**src/rtl/spenc_pkg.sv**
```systemverilog
package spenc_pkg;
  typedef enum logic [1:0] {
    ST_IDLE = 2'd0,
    ST_LOAD = 2'd1,
    ST_MUL  = 2'd2,
    ST_ADD  = 2'd3
  } encState_t;

  typedef struct packed {
    logic clrAll;
    logic loadStep;
    logic mulStep;
    logic addStep;
  } encStrobe_t;
endpackage

```
**src/rtl/spenc_ctrl.sv**
```systemverilog
module spenc_ctrl
  import spenc_pkg::*;
#(
  parameter int N  = 107,
  parameter int DR = 5,
  localparam int IW = $clog2(N),
  localparam int CW = $clog2(DR + 1)
) (
  input  logic            clk,
  input  logic            rstN,
  input  logic            enc,
  output encStrobe_t      strobe,
  output logic [IW-1:0]   loadIdx,
  output logic [CW-1:0]   termSel,
  output logic [IW-1:0]   coefSel,
  output encState_t       stateOut
);
  encState_t state;

  always_comb begin
    strobe.clrAll   = (state == ST_IDLE) && enc;
    strobe.loadStep = (state == ST_LOAD);
    strobe.mulStep  = (state == ST_MUL);
    strobe.addStep  = (state == ST_ADD);
  end

  always_ff @(posedge clk) begin
    if (!rstN) begin
      state   <= ST_IDLE;
      loadIdx <= '0;
      termSel <= '0;
      coefSel <= '0;
    end else begin
      unique case (state)
        ST_IDLE: begin
          if (enc) begin
            state   <= ST_LOAD;
            loadIdx <= '0;
          end
        end
        ST_LOAD: begin
          if (loadIdx == IW'(N - 1)) begin
            state   <= ST_MUL;
            termSel <= '0;
            coefSel <= '0;
          end else begin
            loadIdx <= loadIdx + 1'b1;
          end
        end
        ST_MUL: begin
          if (termSel == CW'(DR - 1)) begin
            state <= ST_ADD;
          end else begin
            termSel <= termSel + 1'b1;
          end
        end
        ST_ADD: begin
          termSel <= '0;
          if (coefSel == IW'(N - 1)) begin
            state <= ST_IDLE;
          end else begin
            coefSel <= coefSel + 1'b1;
            state   <= ST_MUL;
          end
        end
        default: state <= ST_IDLE;
      endcase
    end
  end

  assign stateOut = state;
endmodule

```
**src/rtl/spenc_datapath.sv**
```systemverilog
module spenc_datapath
  import spenc_pkg::*;
#(
  parameter int N       = 107,
  parameter int QW      = 6,
  parameter int DR      = 5,
  parameter int KEY_MUL = 37,
  parameter int KEY_ADD = 11,
  localparam int IW = $clog2(N),
  localparam int CW = $clog2(DR + 1)
) (
  input  logic            clk,
  input  logic            rstN,
  input  encStrobe_t      strobe,
  input  logic [IW-1:0]   loadIdx,
  input  logic [CW-1:0]   termSel,
  input  logic [IW-1:0]   coefSel,
  input  logic            rIn,
  input  logic            mIn,
  output logic [QW-1:0]   coefOut,
  output logic [IW-1:0]   coefIdx,
  output logic            coefValid
);
  logic [IW-1:0] slotPos [DR];
  logic [CW-1:0] onesSeen;
  logic [QW-1:0] acc;
  logic [IW:0]   kExt, pExt, diffExt;
  logic [IW-1:0] romAddr;
  logic [QW-1:0] romVal;
  logic          termLive;

  function automatic logic [QW-1:0] keyRom(input logic [IW-1:0] a);
    int v;
    v = int'({1'b0, a}) * KEY_MUL + KEY_ADD;
    return v[QW-1:0];
  endfunction

  // One storage slot per expected one of r
  for (genvar g = 0; g < DR; g++) begin : gSlot
    always_ff @(posedge clk) begin
      if (!rstN) begin
        slotPos[g] <= '0;
      end else if (strobe.loadStep && rIn && (onesSeen == CW'(g))) begin
        slotPos[g] <= loadIdx;
      end
    end
  end

  always_ff @(posedge clk) begin
    if (!rstN || strobe.clrAll) begin
      onesSeen <= '0;
    end else if (strobe.loadStep && rIn && (onesSeen < CW'(DR))) begin
      onesSeen <= onesSeen + 1'b1;
    end
  end

  // Rotated key address: (k - p) mod N
  always_comb begin
    kExt     = {1'b0, coefSel};
    pExt     = {1'b0, slotPos[termSel]};
    diffExt  = (kExt >= pExt) ? (kExt - pExt) : (kExt + (IW + 1)'(N) - pExt);
    romAddr  = diffExt[IW-1:0];
    romVal   = keyRom(romAddr);
    termLive = (termSel < onesSeen);
  end

  always_ff @(posedge clk) begin
    if (!rstN || strobe.clrAll) begin
      acc <= '0;
    end else if (strobe.mulStep && termLive) begin
      acc <= acc + romVal;
    end else if (strobe.addStep) begin
      acc <= '0;
    end
  end

  always_ff @(posedge clk) begin
    if (!rstN) begin
      coefOut   <= '0;
      coefIdx   <= '0;
      coefValid <= 1'b0;
    end else begin
      coefValid <= strobe.addStep;
      if (strobe.addStep) begin
        coefOut <= acc + QW'(mIn);
        coefIdx <= coefSel;
      end
    end
  end
endmodule

```
**src/rtl/spenc_top.sv**
```systemverilog
module spenc_top
  import spenc_pkg::*;
#(
  parameter int N       = 107,
  parameter int QW      = 6,
  parameter int DR      = 5,
  parameter int KEY_MUL = 37,
  parameter int KEY_ADD = 11,
  localparam int IW = $clog2(N),
  localparam int CW = $clog2(DR + 1)
) (
  input  logic          clk,
  input  logic          rstN,
  input  logic          enc,
  input  logic          rIn,
  input  logic          mIn,
  output logic [QW-1:0] coefOut,
  output logic [IW-1:0] coefIdx,
  output logic          coefValid
);
  encStrobe_t    strobe;
  logic [IW-1:0] loadIdx;
  logic [CW-1:0] termSel;
  logic [IW-1:0] coefSel;
  encState_t     ctrlState;

  spenc_ctrl #(.N(N), .DR(DR)) u_ctrl (
    .clk(clk), .rstN(rstN), .enc(enc), .strobe(strobe),
    .loadIdx(loadIdx), .termSel(termSel), .coefSel(coefSel),
    .stateOut(ctrlState)
  );

  spenc_datapath #(.N(N), .QW(QW), .DR(DR), .KEY_MUL(KEY_MUL), .KEY_ADD(KEY_ADD)) u_dp (
    .clk(clk), .rstN(rstN), .strobe(strobe), .loadIdx(loadIdx),
    .termSel(termSel), .coefSel(coefSel), .rIn(rIn), .mIn(mIn),
    .coefOut(coefOut), .coefIdx(coefIdx), .coefValid(coefValid)
  );
endmodule

```
**config.mk**
```make
export PLATFORM = sky130hd
export DESIGN_NAME = spenc_top
export DESIGN_NICKNAME = d
export VERILOG_FILES = /design/src/rtl/spenc_pkg.sv /design/src/rtl/spenc_ctrl.sv /design/src/rtl/spenc_datapath.sv /design/src/rtl/spenc_top.sv
export SDC_FILE = /design/constraint.sdc
export NUM_CORES = 1
export LEC_CHECK = 0
export BUFFER_PORTS_ARGS = -buffer_cell sky130_fd_sc_hd__buf_2
export CAP_MARGIN = 25
export CELL_PAD_IN_SITES_DETAIL_PLACEMENT = 1
export CELL_PAD_IN_SITES_GLOBAL_PLACEMENT = 1
export CORE_MARGIN = 1
export CORE_UTILIZATION = 40
export CTS_CLUSTER_DIAMETER = 120
export DETAILED_ROUTE_END_ITERATION = 10
export PLACE_DENSITY = 0.74
export SYNTH_ARGS = -nofsm -noshare
export SYNTH_HDL_FRONTEND = slang
export SYNTH_SLANG_ARGS = --single-unit
```
**constraint.sdc**
```tcl
create_clock -name clk -period 5.2 [get_ports clk]
set_input_delay 0 -clock clk [delete_from_list [all_inputs] [get_ports clk]]
set_output_delay 0 -clock clk [all_outputs]
set_load 0.02 [all_outputs]
```
# == Word level (Yosys, flattened, before mapping) ==
# Memories as Yosys holds them, arrays and structs flattened. A register that Yosys moved wholly into a read port is not among the register bits.
# Cells that the tools add are included.
# totals
mem_count,1
out_inout_bits,14
regBits,42
latch_bits,0
mem_bits_ro,0
word_cells,106
inputBits,5
ram_bits,35
# mem_list
memory,depth,width,read_ports,rd_clocked_by_memory_dff,write_ports,line,rtl
u_dp.slotPos,5,7,1,1,5,spenc_datapath.sv:24,logic [IW-1:0] slotPos [DR];
# op_classes
n_addsub,10
multipliers,1
shifts,0
n_mux,40
magnitude_cmp,3
eq_ne,16
div_mod_pow,0
n_bitwise,5
reduce_logical,21
# op_table
operator,count
two-way mux 7 bit,10
case mux 7 bit (2 select lines),2
two-way mux 1 bit,16
"adder 7 x 1 -> 7 bit, second input constant",2
"== test 7 bit, second input constant",2
subtractor 7 bit,2
two-way mux 3 bit,4
two-way mux 6 bit,2
"!= test 2 bit, second input constant",6
AND reduction 3 bit,4
logical AND 1 bit,9
case mux 3 bit (3 select lines),1
two-way mux 2 bit,4
case mux 2 bit (4 select lines),1
"adder 7 bit, second input constant",1
>= comparator 7 bit,1
"multiplier 7 x 6 -> 6 bit, second input constant",1
"adder 3 x 1 -> 3 bit, second input constant",2
adder 6 x 1 -> 6 bit,1
"adder 6 x 5 -> 6 bit, second input constant",1
adder 6 bit,1
"== test 3 x 2 -> 1 bit, second input constant",2
"== test 3 bit, second input constant",2
nonzero test 2 bit,3
other kinds (11),16

# == Logic depth before layout (Yosys ltp) ==
# Gate-level depths: netlist of run 1.
# logic_depth
ltp_word,7
ltp_mapped,23
ltp_nobuf,22

# == Modules after synthesis ==
# From an unflattened synthesis of run 1, not the netlist that was laid out.
# hier_totals
hier_cells,460
area_unflattened_um2,4732.0
# modules_own_cells
module,seq_area_each_um2,n_inst,area_each_um2,cells_each
spenc_datapath,1511.4,1,3594.7,330
spenc_ctrl,380.4,1,1137.3,130

# == Worst setup path before layout of run 1 ==
# OpenSTA, ideal clock, no wires.
# synth_path
path_kind,register to register
startpoint,reg with a tool-made name
endpoint,reg u_dp.acc[5]
setup_slack_ns,-0.513
t_required_ns,5.138
setup_time_ns,0.062
path_buffers,1
stages_incl_launch_ff,23
arrival_ns,5.650
period_less_slack_ns,5.713
cell_sequence,dfxtp_1 clkbuf_1 mux4_2 mux2i_1 inv_1 ha_1 and3b_1 a211oi_1 a21o_1 nand2_1 mux2i_1 xor2_1 ha_1 inv_1 fa_1 fa_1 inv_1 ha_1 a21oi_1 xnor2_1 and4_4 or4b_1 nand3_1
# synth_lines
element,line,rtl
"end signal, assigned",spenc_datapath.sv:71,acc <= acc + romVal;
"end, declared",spenc_datapath.sv:26,logic [QW-1:0] acc;

==> results of run 1 <==
registers in the layout, summed over array words and instances, names as in the netlist, named ones only:
name and flops:
u_dp.acc 6, u_dp.slotPos 35, u_ctrl.loadIdx 7, u_dp.coefIdx 7, u_ctrl.coefSel 7, u_dp.coefOut 6, u_ctrl.termSel 3, u_dp.coefValid 1
u_ctrl.stateOut 2, u_dp.onesSeen 3
timing repair:
item	4_1_cts	5_1_grt
endpoints found under the setup margin	1	1
resized for setup	16	9
setup buffers	4	2
pin swaps	15	2
hold endpoints to repair	0	0
worst reg2reg max path, delay by kind of cell, from the launching register on:
family,cells,cell delay [ps]
flops,1,350
fa+ha+maj,4,1440
simple gates,6,1210
xor+xnor,4,870
compound gates,1,230
mux,3,960
buf+inv,3,290
metal layers:
layer / vias to the layer above / part of all wire [%] / routed length, µm
li1: 1666 / - / -
met1: 1755 / 43 / 5300
met5: - / 0 / 0
met2: 51 / 51 / 6230
met4: 0 / 2.5 / 302
met3: 25 / 3.1 / 384
per-stage QoR:
stage	area, µm²	hold WS (ps)
floorplan	4620	208
global placement	5020	376
detailed placement	5020	396
CTS	5450	36.3
global route	5520	62.3
finish	5520	41.4
logic make-up after synthesis:
logic type      count (synthesis)  synth area share [%]
simple gates                  177                  19.4
compound gates                 62                  8.69
xor+xnor                       24                  4.89
fa+ha+maj                      48                  14.6
mux                            18                  5.87
flops                          80                  42.6
buf+inv                        47                  3.91
cells in the mapped netlist, types with 3 or more instances:
library cell	count
nand2_1	48
dfxtp_1	45
nor2_1	44
ha_1	39
and2_1	36
edfxtp_1	35
inv_1	31
a21oi_1	25
clkbuf_1	12
xor2_1	12
xnor2_1	11
mux2i_1	10
fa_1	9
nand4_1	9
and3_1	8
nand3_1	8
o21ai_0	8
mux4_2	7
a211oi_1	6
a21o_1	6
nand2b_1	6
a31oi_1	4
nor3_1	4
nor2b_1	3
path summary, 6_finish.rpt:
path / end / slack, ps / startpoint
setup / recovery: u_dp.acc[5] / -200 / flop
hold / removal: u_dp.coefOut[0] / 40 / mIn
setup reg to reg: u_dp.acc[5] / -200 / flop
hold reg to reg: u_dp.coefOut[0] / 460 / u_dp.coefOut[0]
power by group through the flow:
stage / sequential, mW / clock (mW) / combinational [mW]
2_1_floorplan: 0.684 / 0 / 0.146
3_3_place_gp: 0.688 / 0 / 0.199
3_5_place_dp: 0.689 / 0 / 0.212
4_1_cts: 0.675 / 0.712 / 0.230
5_1_grt: 0.677 / 0.732 / 0.279
6_report: 0.675 / 0.700 / 0.257
final cells by class:
type	count	area, µm²	share of cell area (%)
multi-input cells	329	2600	47.2
well taps	140	175	3.17
clock buffers	10	239	4.33
inverters	31	116	2.11
repair buffers	50	340	6.17
clock inverters	6	91.3	1.65
flip-flops and latches	80	1950	35.4
==> results.ini, run 1 <==
[timing]
hold_violations = 0
setup_viol = 1
max_freq_mhz = 185
clock_skew_ps = 7.32
fin_setup_tns_ps = -201
max_slew_margin_pct = 35.0
finalCritPeriodShare_pct = 104
setup_slack_ps = -201
grt_setup_unrepaired = yes
tightest_slew_ps = 974
drv_slew = 0
layout_min_cycle_time_ps = 5400

[cells_and_area]
fin_cells = 646
final_nets = 554
final_common_cell = nand2_1
antenna_cells = 0
drive_gt1_share_pct = 20.8
final_cell_mix = 47 x nand2_1, 44 x nor2_1, 44 x dfxtp_1
fin_util_pct = 50.3
fillers = 1222
syn_to_final_growth_pct = 20.5

[run_status]
status = complete, but fails checks
violations = setup timing

[global_routing]
track_usage_pct = 22.6
top_usage_layer = met2
grt_max_degree = 25
grt_pass1_wl_um = 19600
grt_pass1_vias = 3792
met1_usage_pct = 26.4
antenna_found_initial = 0
grt_util_met3_pct = 5.74
use_met2_pct = 39.2
grt-ovfl-total = 0

[synth]
yosys-top-cells-area = edfxtp_1 23%, dfxtp_1 20%, ha_1 11%, and2_1 4.9%, fa_1 3.9%
yosys_warnings = 0
ys_types = 49
yosys.area.top_type = edfxtp_1
ys_ff_latch = 80
dominantRegCellSynth = dfxtp_1
yosysTopAreaCellShare_pct = 23.0
netlist_area_um2 = 4580
syn_nets = 509
ys_seq_area_share_pct = 42.6
syn_area_per_cell_um2 = 10.0
ys_async_sr_fraction_pct = 0
syn_inst = 456
synth_edf_count = 35

[floorplan]
ios = 19
start_util_pct = 41.7
fp.dieArea_um2 = 11900
coreArea_um2 = 11000
die_w_um = 109
die_y_um = 109
fp-row-count = 38

[hold_path]
whs_path_depth = 4
min_path_type = primary input to flop

[setup_path]
worst_path_largest_cell_delay_ps = 540
worstPathArrival_ps = 5680
end_kind = flop
worstSetupPathType = flop to flop
worst-r2r-cell-count = 21
cp_num_buf_inv = 3
cp_num_cells = 21
critical_path.top_delay_family = adder cells
crit_slowest_cell = or4b_1
path_max_fanout = 6
cp_cell_sequence = buf_12 -> mux4_2 -> mux2i_2 -> inv_1 -> ha_4 -> and4_4 -> nand2_1 -> a21o_1 -> nand2_4 -> mux2i_4 -> xor2_1 -> ha_1 -> inv_1 -> fa_1 -> fa_1 -> xnor2_2 -> xnor3_1 -> xnor2_2 -> and4_4 -> or4b_1 -> nand3_1
cp.required_ps = 5480
start_kind = flop

[pwr]
power.share.switching_pct = 24.6
powerDensity_nw_per_um2 = 296
vdd_drop_max_mv = 0.156
p_seq_share_pct = 41.4
p_sw_mw = 0.402
leakage_nw = 2.26
power_frac_comb_pct = 15.7
finalPower_mw = 1.63
internal-power_mw = 1.23
clockPowerShare_pct = 42.9

[placed_design]
io_buffers = 18
dp_cells = 623
routabilityCongestion = 0.882
place_ws_ps = -241
dp_hpwl_um = 8690

[route]
num_vias = 3497
wire_per_inst_um = 18.9
drc = 0
wirelength_um = 12200
dr.pass1.iters = 4
ant_nets = 0
vias_per_cell = 5.41
dr.first_iter.drc_count = 166

[flow_run]
cap_violations = 0

[clock_tree]
htree_levels = 3
clock_path_buffers = 2
clk_latency_ps = 340
cts_tree = built
cts_sinks = 80
cts_hold_buffers = 0
cts-root-buf = clkbuf_16
path_clk_slew_ps = 70
cts_buffers = 9

(Power assumes the default switching activity.)
==> inputs of run 2 (changes only) <==
PLACE_DENSITY = 0.71   (was 0.74)
clock period = 5.6 ns   (was 5.2 ns; I/O delays follow)
==> results.ini, run 2 (same netlist as run 1, synthesis figures left out) <==
[cells_and_area]
drive_gt1_share_pct = 15.7
final_cell_mix = 47 x nand2_1, 44 x nor2_1, 44 x dfxtp_1
largest_register_ffs = 35
fin_cells = 629
fillers = 1220
regMostFlops = u_dp.slotPos
final_nets = 538
antenna_cells = 0
syn_to_final_growth_pct = 16.3
final_common_cell = nand2_1

[timing]
max_freq_mhz = 187
grt_setup_unrepaired = no
max_slew_margin_pct = 35.3
clock_skew_ps = 5.59
layout_min_cycle_time_ps = 5340
hold_violations = 0
drv_slew = 0
tightest_slew_ps = 960
setup_slack_ps = 257
finalCritPeriodShare_pct = 95.4
setup_viol = 0

[route]
num_vias = 3335
drc = 0
vias_per_cell = 5.30
dr.pass1.iters = 5
wirelength_um = 11100
dr.first_iter.drc_count = 132
ant_nets = 0
wire_per_inst_um = 17.7

[floorplan]
start_util_pct = 41.7
die_w_um = 109
coreArea_um2 = 11000
fp.dieArea_um2 = 11900
die_y_um = 109
fp-row-count = 38
ios = 19

[setup_path]
worst-r2r-cell-count = 22
r2r-end = u_dp.acc[5]
rrSetupSlack_ps = 260
worstSetupPathType = flop to flop
start_kind = flop
path_max_fanout = 5
cp.required_ps = 5890
worstPathArrival_ps = 5630
endpoint = u_dp.acc[5]
end_kind = flop

[placed_design]
place_ws_ps = -124
routabilityCongestion = 0.857
dp_hpwl_um = 8350
dp_cells = 612
io_buffers = 18

[clock_tree]
cts_sinks = 80
cts-root-buf = clkbuf_16
path_clk_slew_ps = 60
htree_levels = 3
clock_path_buffers = 2
cts_buffers = 9
cts_tree = built
clk_latency_ps = 340
cts_hold_buffers = 0

[global_routing]
antenna_found_initial = 0
grt_max_degree = 25
grt-ovfl-total = 0
track_usage_pct = 20.7
grt_pass1_vias = 3519
grt_pass1_wl_um = 18200

[pwr]
p_sw_mw = 0.347
power.share.switching_pct = 24.0
leakage_nw = 2.16
power_frac_comb_pct = 13.7
powerDensity_nw_per_um2 = 271
clockPowerShare_pct = 42.9
vdd_drop_max_mv = 0.135
p_seq_share_pct = 43.4
internal-power_mw = 1.10

[hold_path]
min_path_type = primary input to flop
whs_path_depth = 3

[flow_run]
cap_violations = 0

[run_status]
status = complete, no violations

## run 2: power groups by stage
stage / Sequential, mW / Combinational [mW] / Clock (mW)
floorplan: 0.635 / 0.134 / 0
finish: 0.627 / 0.199 / 0.620
global placement: 0.639 / 0.169 / 0
global route: 0.629 / 0.223 / 0.654
CTS: 0.627 / 0.183 / 0.632
detailed placement: 0.640 / 0.178 / 0
## run 2: worst max-delay path, cell delays in order (launching register included)
cell,delay (ps)
dfxtp_2,350
buf_4,140
mux4_2,530
mux2i_4,190
inv_1,100
ha_4,290
and4_4,220
nand2_1,80
a21o_1,220
nand2_2,120
mux2i_1,250
xor2_1,160
ha_1,240
inv_1,70
fa_1,440
fa_1,540
inv_1,70
ha_4,250
a21oi_2,170
xnor2_2,100
and4_4,150
or4b_1,500
nand3_1,90
## run 2: through the flow
step | area [µm²] | hold slack [ps] | TNS (ps) | power, mW | utilization (%)
final | 5330 | 32.7 | 0 | 1.45 | 48.5
after global routing | 5330 | 49.9 | 0 | 1.51 | 48.5
after CTS | 5230 | 19.6 | 0 | 1.44 | 47.6
after detailed placement | 4890 | 378 | -124 | 0.817 | 44.5
after global placement | 4890 | 374 | 0 | 0.808 | 44.5
after floorplan | 4580 | 208 | 0 | 0.769 | -
## run 2: worst min-delay path by stage
stage	slack, ps	from	endpoint
6_report	30	rstN	u_ctrl.stateOut[1]
5_1_grt	50	rstN	u_ctrl.stateOut[1]
4_1_cts	20	rstN	u_ctrl.stateOut[1]
3_5_place_dp	380	rstN	u_ctrl.stateOut[1]
3_3_place_gp	370	rstN	u_ctrl.stateOut[1]
2_1_floorplan	210	rstN	u_dp.coefOut[5]
## run 2: metal layers
metal | share of wire, % | vias to the layer above | GRT usage (%)
met5 | 0 | - | 0
met3 | 3.5 | 12 | 5.08
met2 | 50 | 44 | 35.1
met1 | 45 | 1644 | 25.7
met4 | 1.4 | 0 | 6.85
li1 | - | 1635 | -
## run 2: cell type report
| type | count | area [µm²] | share of cell area [%] |
|---|---|---|---|
| multi-input cells | 329 | 2570 | 48.3 |
| flip-flops and latches | 80 | 1950 | 36.7 |
| clock inverters | 5 | 72.6 | 1.36 |
| well taps | 140 | 175 | 3.29 |
| repair buffers | 34 | 210 | 3.95 |
| clock buffers | 10 | 229 | 4.30 |
| inverters | 31 | 116 | 2.18 |
## run 2: what timing repair did
item,CTS,global route
gates resized for setup,5,16
pin swaps,0,4
setup buffers,1,1
setup endpoints to repair,1,1
